## config.mk

```make
export PLATFORM = sky130hd
export DESIGN_NAME = snoop_coh_ctrl
export DESIGN_NICKNAME = d
export VERILOG_FILES = /design/src/rtl/coh_pkg.sv /design/src/rtl/coh_line_store.sv /design/src/rtl/coh_snoop_unit.sv /design/src/rtl/coh_proc_fsm.sv /design/src/rtl/snoop_coh_ctrl.sv
export SDC_FILE = /design/constraint.sdc
export NUM_CORES = 1
export LEC_CHECK = 0
export ABC_AREA = 0
export BUFFER_PORTS_ARGS = -buffer_cell sky130_fd_sc_hd__buf_2
export CORE_AREA = 2 2 96 191
export DETAILED_ROUTE_END_ITERATION = 16
export DIE_AREA = 0 0 98 193
export MAX_ROUTING_LAYER = met4
export SLEW_MARGIN = 5
export SYNTH_ARGS = -nofsm -noshare
export SYNTH_HDL_FRONTEND = slang
export SYNTH_HIERARCHICAL = 1
export SYNTH_SLANG_ARGS = --single-unit
```

## constraint.sdc

```tcl
create_clock -name clk -period 2.9 [get_ports clk]
set_input_delay 0.145 -clock clk [delete_from_list [all_inputs] [get_ports clk]]
set_output_delay 0.145 -clock clk [all_outputs]
set_load 0.01 [all_outputs]
```

## src/rtl/coh_pkg.sv

```systemverilog
package coh_pkg;
  typedef enum logic [1:0] {
    LS_INV = 2'd0,
    LS_SHD = 2'd1,
    LS_EXC = 2'd2
  } line_st_e;

  typedef enum logic [1:0] {
    BOP_NONE = 2'd0,
    BOP_RDM  = 2'd1,
    BOP_WRM  = 2'd2,
    BOP_WB   = 2'd3
  } bus_op_e;

  typedef enum logic [1:0] {
    PS_IDLE  = 2'd0,
    PS_WBACK = 2'd1,
    PS_REQ   = 2'd2,
    PS_FILL  = 2'd3
  } proc_st_e;
endpackage

```

## src/rtl/coh_line_store.sv

```systemverilog
module coh_line_store
  import coh_pkg::*;
#(
  parameter int ADDR_W = 16,
  parameter int DATA_W = 32
) (
  input  logic              clk,
  input  logic              rst_n,
  input  logic              snp_inv,
  input  logic              snp_dng,
  input  logic              set_st_en,
  input  line_st_e          set_st,
  input  logic              set_tag_en,
  input  logic [ADDR_W-1:0] set_tag,
  input  logic              set_data_en,
  input  logic [DATA_W-1:0] set_data,
  output line_st_e          st,
  output logic [ADDR_W-1:0] tag,
  output logic [DATA_W-1:0] data
);
  // snoop updates win over processor-side updates
  always_ff @(posedge clk) begin
    if (!rst_n) begin
      st <= LS_INV;
    end else if (snp_inv) begin
      st <= LS_INV;
    end else if (snp_dng) begin
      st <= LS_SHD;
    end else if (set_st_en) begin
      st <= set_st;
    end
  end

  always_ff @(posedge clk) begin
    if (!rst_n) begin
      tag  <= '0;
      data <= '0;
    end else begin
      if (set_tag_en)  tag  <= set_tag;
      if (set_data_en) data <= set_data;
    end
  end

  assert_snp_inv_R9: assert property (@(posedge clk) disable iff (!rst_n)
    snp_inv |=> st == LS_INV);
  assert_snp_dng_R8: assert property (@(posedge clk) disable iff (!rst_n)
    (snp_dng && !snp_inv) |=> st == LS_SHD);
endmodule

```

## src/rtl/coh_snoop_unit.sv

```systemverilog
module coh_snoop_unit
  import coh_pkg::*;
#(
  parameter int ADDR_W = 16,
  parameter int DATA_W = 32
) (
  input  logic              snp_valid,
  input  logic [1:0]        snp_op,
  input  logic [ADDR_W-1:0] snp_addr,
  input  line_st_e          st,
  input  logic [ADDR_W-1:0] tag,
  input  logic [DATA_W-1:0] data,
  output logic              snp_act,
  output logic              snp_inv,
  output logic              snp_dng,
  output logic              flush_valid,
  output logic [DATA_W-1:0] flush_data
);
  logic match, rd_hit, wr_hit;

  always_comb begin
    match       = snp_valid && (st != LS_INV) && (tag == snp_addr);
    rd_hit      = match && (snp_op == BOP_RDM) && (st == LS_EXC);
    wr_hit      = match && (snp_op == BOP_WRM);
    snp_dng     = rd_hit;
    snp_inv     = wr_hit;
    snp_act     = rd_hit || wr_hit;
    flush_valid = rd_hit || (wr_hit && st == LS_EXC);
    flush_data  = flush_valid ? data : '0;
  end
endmodule

```

## src/rtl/coh_proc_fsm.sv

```systemverilog
module coh_proc_fsm
  import coh_pkg::*;
#(
  parameter int ADDR_W = 16,
  parameter int DATA_W = 32
) (
  input  logic              clk,
  input  logic              rst_n,
  input  logic              cpu_valid,
  input  logic              cpu_write,
  input  logic [ADDR_W-1:0] cpu_addr,
  input  logic [DATA_W-1:0] cpu_wdata,
  output logic              cpu_ready,
  output logic [DATA_W-1:0] cpu_rdata,
  output logic              bus_req,
  input  logic              bus_gnt,
  output logic              bus_valid,
  output logic [1:0]        bus_op,
  output logic [ADDR_W-1:0] bus_addr,
  output logic [DATA_W-1:0] bus_data,
  input  logic              fill_valid,
  input  logic [DATA_W-1:0] fill_data,
  input  logic              snp_act,
  input  line_st_e          st,
  input  logic [ADDR_W-1:0] tag,
  input  logic [DATA_W-1:0] data,
  output logic              set_st_en,
  output line_st_e          set_st,
  output logic              set_tag_en,
  output logic [ADDR_W-1:0] set_tag,
  output logic              set_data_en,
  output logic [DATA_W-1:0] set_data
);
  proc_st_e ps, ps_n;
  bus_op_e  req_op, req_op_n, op_d;
  logic     hit, granted;

  always_ff @(posedge clk) begin
    if (!rst_n) begin
      ps     <= PS_IDLE;
      req_op <= BOP_NONE;
    end else begin
      ps     <= ps_n;
      req_op <= req_op_n;
    end
  end

  always_comb begin
    hit         = (st != LS_INV) && (tag == cpu_addr);
    granted     = bus_gnt && !snp_act;
    ps_n        = ps;
    req_op_n    = req_op;
    cpu_ready   = 1'b0;
    bus_req     = 1'b0;
    bus_valid   = 1'b0;
    op_d        = BOP_NONE;
    bus_addr    = '0;
    bus_data    = '0;
    set_st_en   = 1'b0;
    set_st      = LS_INV;
    set_tag_en  = 1'b0;
    set_tag     = cpu_addr;
    set_data_en = 1'b0;
    set_data    = cpu_wdata;
    case (ps)
      PS_IDLE: begin
        if (cpu_valid && !snp_act) begin
          if (hit && (!cpu_write || st == LS_EXC)) begin
            cpu_ready   = 1'b1;
            set_data_en = cpu_write;
          end else if (hit) begin
            req_op_n = BOP_WRM;
            ps_n     = PS_REQ;
          end else begin
            req_op_n = cpu_write ? BOP_WRM : BOP_RDM;
            ps_n     = (st == LS_EXC) ? PS_WBACK : PS_REQ;
          end
        end
      end
      PS_WBACK: begin
        if (st != LS_EXC) begin
          ps_n = PS_REQ;  // a snoop already flushed the victim
        end else begin
          bus_req  = 1'b1;
          op_d     = BOP_WB;
          bus_addr = tag;
          bus_data = data;
          if (granted) begin
            bus_valid = 1'b1;
            set_st_en = 1'b1;
            set_st    = LS_INV;
            ps_n      = PS_REQ;
          end
        end
      end
      PS_REQ: begin
        bus_req  = 1'b1;
        op_d     = req_op;
        bus_addr = cpu_addr;
        bus_data = (req_op == BOP_WRM) ? cpu_wdata : '0;
        if (granted) begin
          bus_valid = 1'b1;
          if (req_op == BOP_WRM) begin
            set_st_en  = 1'b1;
            set_st     = LS_EXC;
            set_tag_en = 1'b1;
            ps_n       = PS_IDLE;
          end else begin
            ps_n = PS_FILL;
          end
        end
      end
      PS_FILL: begin
        if (fill_valid && !snp_act) begin
          set_st_en   = 1'b1;
          set_st      = LS_SHD;
          set_tag_en  = 1'b1;
          set_data_en = 1'b1;
          set_data    = fill_data;
          ps_n        = PS_IDLE;
        end
      end
      default: ps_n = PS_IDLE;
    endcase
    bus_op    = bus_valid ? op_d : BOP_NONE;
    cpu_rdata = data;
  end

  assert_gnt_strobe_R12: assert property (@(posedge clk) disable iff (!rst_n)
    bus_valid |-> bus_gnt);
  assert_req_hold_R12: assert property (@(posedge clk) disable iff (!rst_n)
    (bus_req && !bus_valid && !snp_act) |=> bus_req);
  assert_prio_R11: assert property (@(posedge clk) disable iff (!rst_n)
    snp_act |-> (!cpu_ready && !bus_valid));
  assert_wb_inv_R7: assert property (@(posedge clk) disable iff (!rst_n)
    (bus_valid && bus_op == BOP_WB) |=> st == LS_INV);
  assert_wrm_exc_R6: assert property (@(posedge clk) disable iff (!rst_n)
    (bus_valid && bus_op == BOP_WRM) |=> (st == LS_EXC && tag == $past(cpu_addr)));
  assert_fill_shd_R5: assert property (@(posedge clk) disable iff (!rst_n)
    (ps == PS_FILL && fill_valid && !snp_act) |=> (st == LS_SHD && data == $past(fill_data)));
  assert_wr_hit_R3: assert property (@(posedge clk) disable iff (!rst_n)
    (cpu_ready && cpu_write) |=> (data == $past(cpu_wdata) && st == LS_EXC));
endmodule

```

## src/rtl/snoop_coh_ctrl.sv

```systemverilog
module snoop_coh_ctrl
  import coh_pkg::*;
#(
  parameter int ADDR_W = 16,
  parameter int DATA_W = 32
) (
  input  logic              clk,
  input  logic              rst_n,
  input  logic              cpu_valid,
  input  logic              cpu_write,
  input  logic [ADDR_W-1:0] cpu_addr,
  input  logic [DATA_W-1:0] cpu_wdata,
  output logic              cpu_ready,
  output logic [DATA_W-1:0] cpu_rdata,
  output logic              bus_req,
  input  logic              bus_gnt,
  output logic              bus_valid,
  output logic [1:0]        bus_op,
  output logic [ADDR_W-1:0] bus_addr,
  output logic [DATA_W-1:0] bus_data,
  input  logic              fill_valid,
  input  logic [DATA_W-1:0] fill_data,
  input  logic              snp_valid,
  input  logic [1:0]        snp_op,
  input  logic [ADDR_W-1:0] snp_addr,
  output logic              flush_valid,
  output logic [DATA_W-1:0] flush_data
);
  line_st_e          st, set_st;
  logic [ADDR_W-1:0] tag, set_tag;
  logic [DATA_W-1:0] data, set_data;
  logic              snp_act, snp_inv, snp_dng;
  logic              set_st_en, set_tag_en, set_data_en;

  coh_line_store #(.ADDR_W(ADDR_W), .DATA_W(DATA_W)) u_line (
    .clk(clk), .rst_n(rst_n), .snp_inv(snp_inv), .snp_dng(snp_dng),
    .set_st_en(set_st_en), .set_st(set_st), .set_tag_en(set_tag_en),
    .set_tag(set_tag), .set_data_en(set_data_en), .set_data(set_data),
    .st(st), .tag(tag), .data(data)
  );

  coh_snoop_unit #(.ADDR_W(ADDR_W), .DATA_W(DATA_W)) u_snoop (
    .snp_valid(snp_valid), .snp_op(snp_op), .snp_addr(snp_addr),
    .st(st), .tag(tag), .data(data), .snp_act(snp_act),
    .snp_inv(snp_inv), .snp_dng(snp_dng),
    .flush_valid(flush_valid), .flush_data(flush_data)
  );

  coh_proc_fsm #(.ADDR_W(ADDR_W), .DATA_W(DATA_W)) u_proc (
    .clk(clk), .rst_n(rst_n), .cpu_valid(cpu_valid), .cpu_write(cpu_write),
    .cpu_addr(cpu_addr), .cpu_wdata(cpu_wdata), .cpu_ready(cpu_ready),
    .cpu_rdata(cpu_rdata), .bus_req(bus_req), .bus_gnt(bus_gnt),
    .bus_valid(bus_valid), .bus_op(bus_op), .bus_addr(bus_addr),
    .bus_data(bus_data), .fill_valid(fill_valid), .fill_data(fill_data),
    .snp_act(snp_act), .st(st), .tag(tag), .data(data),
    .set_st_en(set_st_en), .set_st(set_st), .set_tag_en(set_tag_en),
    .set_tag(set_tag), .set_data_en(set_data_en), .set_data(set_data)
  );

  assert_flush_drop_R8: assert property (@(posedge clk) disable iff (!rst_n)
    flush_valid |=> st != LS_EXC);
  assert_rd_ready_R2: assert property (@(posedge clk) disable iff (!rst_n)
    (cpu_ready && !cpu_write) |-> (st != LS_INV && !bus_req));
endmodule

```

; Word-level counts from Yosys, hierarchy flattened
; Cells that the tools add are included.
[classes]
addsub = 0
multipliers = 0
div_mod_pow = 0
order_cmp = 0
n_eq_ne = 15
shift = 0
n_mux = 45
bitwise = 2
reduce_logical = 23
[op_table]
columns = op, count
row1 = $mux 32, 5
row2 = $pmux 32 s2, 1
row3 = $eq 16x16->1, 2
row4 = $pmux 16 s2, 1
row5 = $mux 2, 15
row6 = $mux 16, 1
row7 = $mux 1, 14
row8 = $logic_and 1x1->1, 11
row9 = $eq 2x2->1 const B, 5
row10 = $pmux 1 s2, 4
row11 = $pmux 2 s2, 2
row12 = $pmux 2 s4, 1
row13 = $ne 2x1->1 const B, 3
row14 = $reduce_and 5->1, 1
row15 = $eq 2x1->1 const B, 2
row16 = $ne 2x2->1 const B, 2
row17 = $reduce_bool 2->1, 2
row18 = $logic_or 1x1->1, 3
row19 = $ne 3x1->1 const B, 1
row20 = $pmux 1 s3, 1
row21 = $reduce_and 3->1, 1
row22 = $reduce_or 3->1, 1
row23 = $logic_not 1->1, 2
row24 = $logic_not 2->1, 1
row25 = other kinds (2), 3
[totals]
regBits = 54
latchBits = 0
ram_bits = 0
romBits = 0
in_bits = 105
n_memories = 0

; Longest topological paths before layout
[logic_depth]
depth_word = 13
ltp_mapped = 14

; Cells and area by module
; The synthesis kept the hierarchy.
[by_module_without_submodules]
columns = module, n_inst, cells_each, area_each_um2, seq_area_each_um2
row1 = coh_proc_fsm, 1, 361, 2228.4, 80.1
row2 = coh_line_store, 1, 163, 1946.9, 1001.0
row3 = coh_snoop_unit, 1, 122, 967.2, 0.0

; Worst setup path before layout
; Ideal clock, no wire load.
[synth_timing]
path_kind = flip-flop to flip-flop
startpoint = reg u_line.tag[0]
endpoint = reg u_line.tag[0]
setup_time_ns = 0.116
t_arrival_ns = 2.736
required_ns = 2.784
setup_slack_ns = 0.047
path_stages_with_launch = 13
path_cell_list = dfxtp_1 -> xnor2_1 -> o221ai_1 -> or3_1 -> buf_2 -> nor4_1 -> nand3b_1 -> clkbuf_1 -> o21ai_1 -> buf_6 -> buf_12 -> mux2i_1 -> nor2b_1
[synth_between]
elab_chain_cells = 9
elab_cells_between_ends = 12
classes_between = 1 x eq/ne / 3 x mux / 8 x reduce/logical
[synth_lines]
columns = element, line
row1 = from (decl), coh_line_store.sv:18  ; output logic [ADDR_W-1:0] tag,
row2 = from (signal assigned), coh_line_store.sv:39  ; if (set_tag_en) tag <= set_tag;
row3 = $eq 16x16->1 *, coh_snoop_unit.sv:22  ; match = snp_valid && (st != LS_INV) && (tag == snp_addr);
row4 = $logic_and 1x1->1 *, coh_snoop_unit.sv:22
row5 = $logic_and 1x1->1 (2 in series), coh_snoop_unit.sv:23  ; rd_hit = match && (snp_op == BOP_RDM) && (st == LS_EXC);
row6 = $logic_or 1x1->1 *, coh_snoop_unit.sv:27  ; snp_act = rd_hit || wr_hit;
row7 = named net snp_act, snoop_coh_ctrl.sv:32  ; logic snp_act, snp_inv, snp_dng;
row8 = $logic_not 1->1 *, "coh_proc_fsm.sv:50, coh_proc_fsm.sv:114"
row9 = $logic_and 1x1->1 (on tied branches), "coh_proc_fsm.sv:114, coh_proc_fsm.sv:50"
row10 = $mux 1 (on tied branches), "coh_proc_fsm.sv:114, coh_proc_fsm.sv:101"
row11 = $pmux 1 s2 *, coh_proc_fsm.sv:65  ; case (ps)
row12 = named net set_tag_en, snoop_coh_ctrl.sv:33  ; logic set_st_en, set_tag_en, set_data_en;
; Mark *: on every way through the listed nets, which the timed path passes. The rest lies on a longest branch.
; A chain may end at the register's enable or synchronous reset.

; Final worst setup path
[layout_timing]
startpoint = reg u_line.st[0]
endpoint = reg u_line.data[19]
[layout_between]
elab_chain_cells = 10
elab_cells_between_ends = 20
classes_between = 1 x eq/ne / 6 x mux / 13 x reduce/logical
[layout_lines]
columns = element, line
row1 = from (decl), coh_line_store.sv:17  ; output line_st_e st,
row2 = from (signal assigned), coh_line_store.sv:30  ; st <= set_st;
row3 = $reduce_bool 2->1, coh_snoop_unit.sv:22
row4 = $logic_and 1x1->1 (2 in series), coh_snoop_unit.sv:22
row5 = $logic_and 1x1->1 (2 in series), coh_snoop_unit.sv:23
row6 = $logic_or 1x1->1 *, coh_snoop_unit.sv:27
row7 = named net snp_act, snoop_coh_ctrl.sv:32
row8 = $logic_not 1->1 *, "coh_proc_fsm.sv:67, coh_proc_fsm.sv:114"
row9 = $logic_and 1x1->1 (on tied branches), "coh_proc_fsm.sv:114, coh_proc_fsm.sv:67"
row10 = $mux 1 (on tied branches), "coh_proc_fsm.sv:114, coh_proc_fsm.sv:67"
row11 = $pmux 1 s2 *, coh_proc_fsm.sv:65
row12 = named net set_data_en, snoop_coh_ctrl.sv:33
row13 = to (signal assigned), coh_line_store.sv:40  ; if (set_data_en) data <= set_data;
row14 = to (decl), coh_line_store.sv:19  ; output logic [DATA_W-1:0] data
; Marked as above.

==> flow_metrics.py <==
metrics = {
    "cts": {
        "clock_path_buffers": 2,
        "cts_tree": "built",
        "cts_max_level": 2,
        "clk_latency_ns": 0.30,
        "cts_sinks": 54,
        "path_clk_slew_ns": 0.08,
        "cts_root_buf": "clkbuf_16",
        "cts_buffers": 5,
        "postCtsHoldBufs": 0,
    },
    "layout": {
        "diodes": 0,
        "nNetsFinal": 904,
        "syn_to_final_growth_pct": 20.9,
        "regArea_um2": 1080,
        "drive_gt1_share_pct": 37.7,
        "multi_input_comb_area_um2": 3370,
        "num-fill-cells": 1889,
    },
    "place": {
        "gp_congestion": 0.879,
        "place.port_buffers": 222,
        "dp_hpwl_um": 12600,
    },
    "logic_synthesis": {
        "syn_area_um2": 5140,
        "ys_seq_area_share_pct": 21.0,
        "synth-edff-count": 0,
        "synth.net_count": 755,
        "synth_area_per_cell_um2": 7.96,
        "syn_inst": 646,
        "ys_ff_latch": 54,
        "yosys_warnings": 6,
        "ys_types": 49,
        "async_flop_share_pct": 0,
        "synth-main-ff-cell": "dfxtp_1",
    },
    "outcome": {
        "outcome": "finished, final reports clean",
    },
    "setup_path": {
        "crit_family": "simple AND/OR/NAND/NOR gates",
        "critical-path-max-stage-delay_ns": 0.43,
        "crit_path_max_fanout": 16,
        "crit_slowest_cell": "dfxtp_1",
        "crit_chain": "nand2b_1 -> nor2_1 -> o21ai_0 -> nor4_2 -> buf_4 -> nor2_2 -> and2_1 -> nand4_1 -> a21oi_4 -> buf_4 -> mux2i_1 -> nor2b_1",
        "critPathKind": "reg2reg",
        "cp.required_ns": 3.09,
        "cp.arrival_ns": 2.86,
        "end_kind": "flip-flop",
        "rrSetupSlack_ns": 0.23,
        "crit_buf_inv": 2,
        "crit_top_cell": "buf_4",
        "start_kind": "flip-flop",
    },
    "power_and_ir_drop": {
        "leakage_nw": 2.57,
        "peakVddDrop_mv": 0.252,
        "power.density_nw_per_um2": 460,
    },
    "worst_hold_path": {
        "hold_path.class": "in2reg",
    },
    "route": {
        "wl_um": 16700,
        "drtIter0Drc": 195,
        "post-route-drc-count": 0,
        "wl_per_cell_um": 16.5,
        "vias": 5061,
        "firstDrtPassIters": 5,
        "via_per_inst": 5.02,
        "ant_nets": 0,
    },
    "sta": {
        "hold_viol": 0,
        "fmax_ghz": 0.374,
        "max_slew.worst_pin.slew_ns": 0.896,
        "relSlewSlack_pct": 40.3,
        "tns_ns": 0,
        "slew_viol_final": 0,
        "period_share_pct": 92.1,
        "fin_worst_skew_ns": 0.00913,
        "setup_violations": 0,
        "fin_crit_ns": 2.67,
        "rsz0062_at_grt": "no",
        "fin_hold_ws_ns": 0.154,
    },
    "floorplanning": {
        "io_pins": 223,
        "die_y_um": 193,
        "start_util_pct": 29.3,
        "die-area_um2": 18900,
        "core_um2": 17500,
        "fp.dieW_um": 98,
        "rows": 69,
    },
    "global_route": {
        "antenna_found_initial": 0,
        "grt_usage_pct": 17.6,
        "grt_pass1_vias": 5021,
        "grt_pass1_wl_um": 26300,
        "grt_max_degree": 58,
        "overflow": 0,
    },
    "job": {
        "maxCapViolations": 0,
    },
}
worst register-to-register path: stages, from the launching register on:
cell and delay, ns:
dfxtp_1 0.43, nand2b_1 0.22, nor2_1 0.08, o21ai_0 0.26, nor4_2 0.06, buf_4 0.15
nor2_2 0.20, and2_1 0.19, nand4_1 0.16, a21oi_4 0.22, buf_4 0.30, mux2i_1 0.24
nor2b_1 0.06
where the power goes:
part	total [mW]	leakage [nW]	internal, mW	switching, mW
logic	1.21	2.03	0.548	0.659
registers	0.850	0.436	0.790	0.0601
clock network	0.805	0.0971	0.519	0.286
logic make-up after synthesis:
| family | count (synthesis) | synth area share [%] |
|---|---|---|
| AND/OR/NAND/NOR | 320 | 37.3 |
| buffers and inverters | 111 | 14.4 |
| AO/OA/AOI/OAI | 75 | 10.9 |
| multiplexers | 55 | 10.8 |
| flip-flops | 54 | 21.0 |
| XOR/XNOR | 27 | 4.60 |
| adder cells (fa/ha/maj) | 4 | 0.973 |
final cells by class:
class | instances | area share, %
clock inverter | 2 | 0.966
sequential | 54 | 17.4
timing repair buffer | 241 | 20.2
inverter | 12 | 0.765
clock buffer | 6 | 2.23
tap | 213 | 4.29
multi-input combinational | 481 | 54.1
through the flow:
step	worst slack [ns]	cells	utilization [%]	total power, mW	cell area, µm²
finish	0.228	1009	35.5	2.86	6220
global route	0.0312	1009	35.5	3.06	6220
CTS	0.120	1008	35.3	2.90	6190
detailed placement	0.146	1000	34.2	2.07	5990
global placement	0.125	1000	34.2	2.05	5990
floorplan	0.0475	646	-	1.73	5140
flip-flops by register name (all words and copies together) (netlist names):
signal         count
u_line/tag        16
u_line/st          2
u_proc/req_op      2
u_proc/ps          2
u_line/data       32
what timing repair did:
action | CTS | global route
gates resized for setup | 0 | 6
setup endpoints to repair | 0 | 49
setup buffers | 0 | 1
worst paths after layout:
path                                        from  cells after the start               end
worst max-delay path                u_line/st[0]                     12   u_line/data[19]
worst min-delay path                cpu_addr[10]                      3    u_line/tag[10]
worst max register to register      u_line/st[0]                     12   u_line/data[19]
worst min register to register  u_proc/req_op[0]                      2  u_proc/req_op[0]
Yosys cell counts, types with 6 or more instances:
| cell type | instances | area share [%] |
|---|---|---|
| nand2_1 | 106 | 7.7 |
| nor2b_1 | 102 | 12 |
| dfxtp_1 | 54 | 21 |
| mux2i_1 | 54 | 11 |
| a22oi_1 | 50 | 7.3 |
| buf_4 | 48 | 7.0 |
| nand3_1 | 35 | 3.4 |
| nor4_2 | 33 | 8.0 |
| clkbuf_1 | 22 | 1.6 |
| xor2_1 | 20 | 3.4 |
| buf_2 | 13 | 1.3 |
| nand2b_1 | 12 | 1.5 |
| inv_1 | 10 | 0.73 |
| buf_6 | 8 | 1.8 |
| nor2_1 | 8 | 0.58 |
| xnor2_1 | 7 | 1.2 |
| a21oi_1 | 6 | 0.58 |
| nor4_1 | 6 | 0.73 |
routing by layer:
metal | vias to the layer above | GRT usage (%) | share of wire (%)
met5 | - | - | 0
met4 | 0 | 6.73 | 2.4
met3 | 25 | 2.85 | 7.8
met2 | 240 | 29.2 | 47
met1 | 2326 | 21.4 | 42
li1 | 2470 | - | -
cells in the final DEF, fill, tap and decap left out, types with 5 or more instances in the layout:
master	netlist	final
nand2b_1	12	12
buf_2	13	222
nand2_1	106	106
dfxtp_1	54	54
xor2_1	20	20
xnor2_1	7	7
a22oi_1	50	50
nor2b_1	102	102
mux2i_1	54	54
nor4_1	6	5
nor2_1	8	6
clkbuf_16	0	5
inv_1	10	10
nand3_1	35	35
buf_4	48	18
a21oi_1	6	5
nor4_2	33	34
Power figures use the tool's default switching activity.
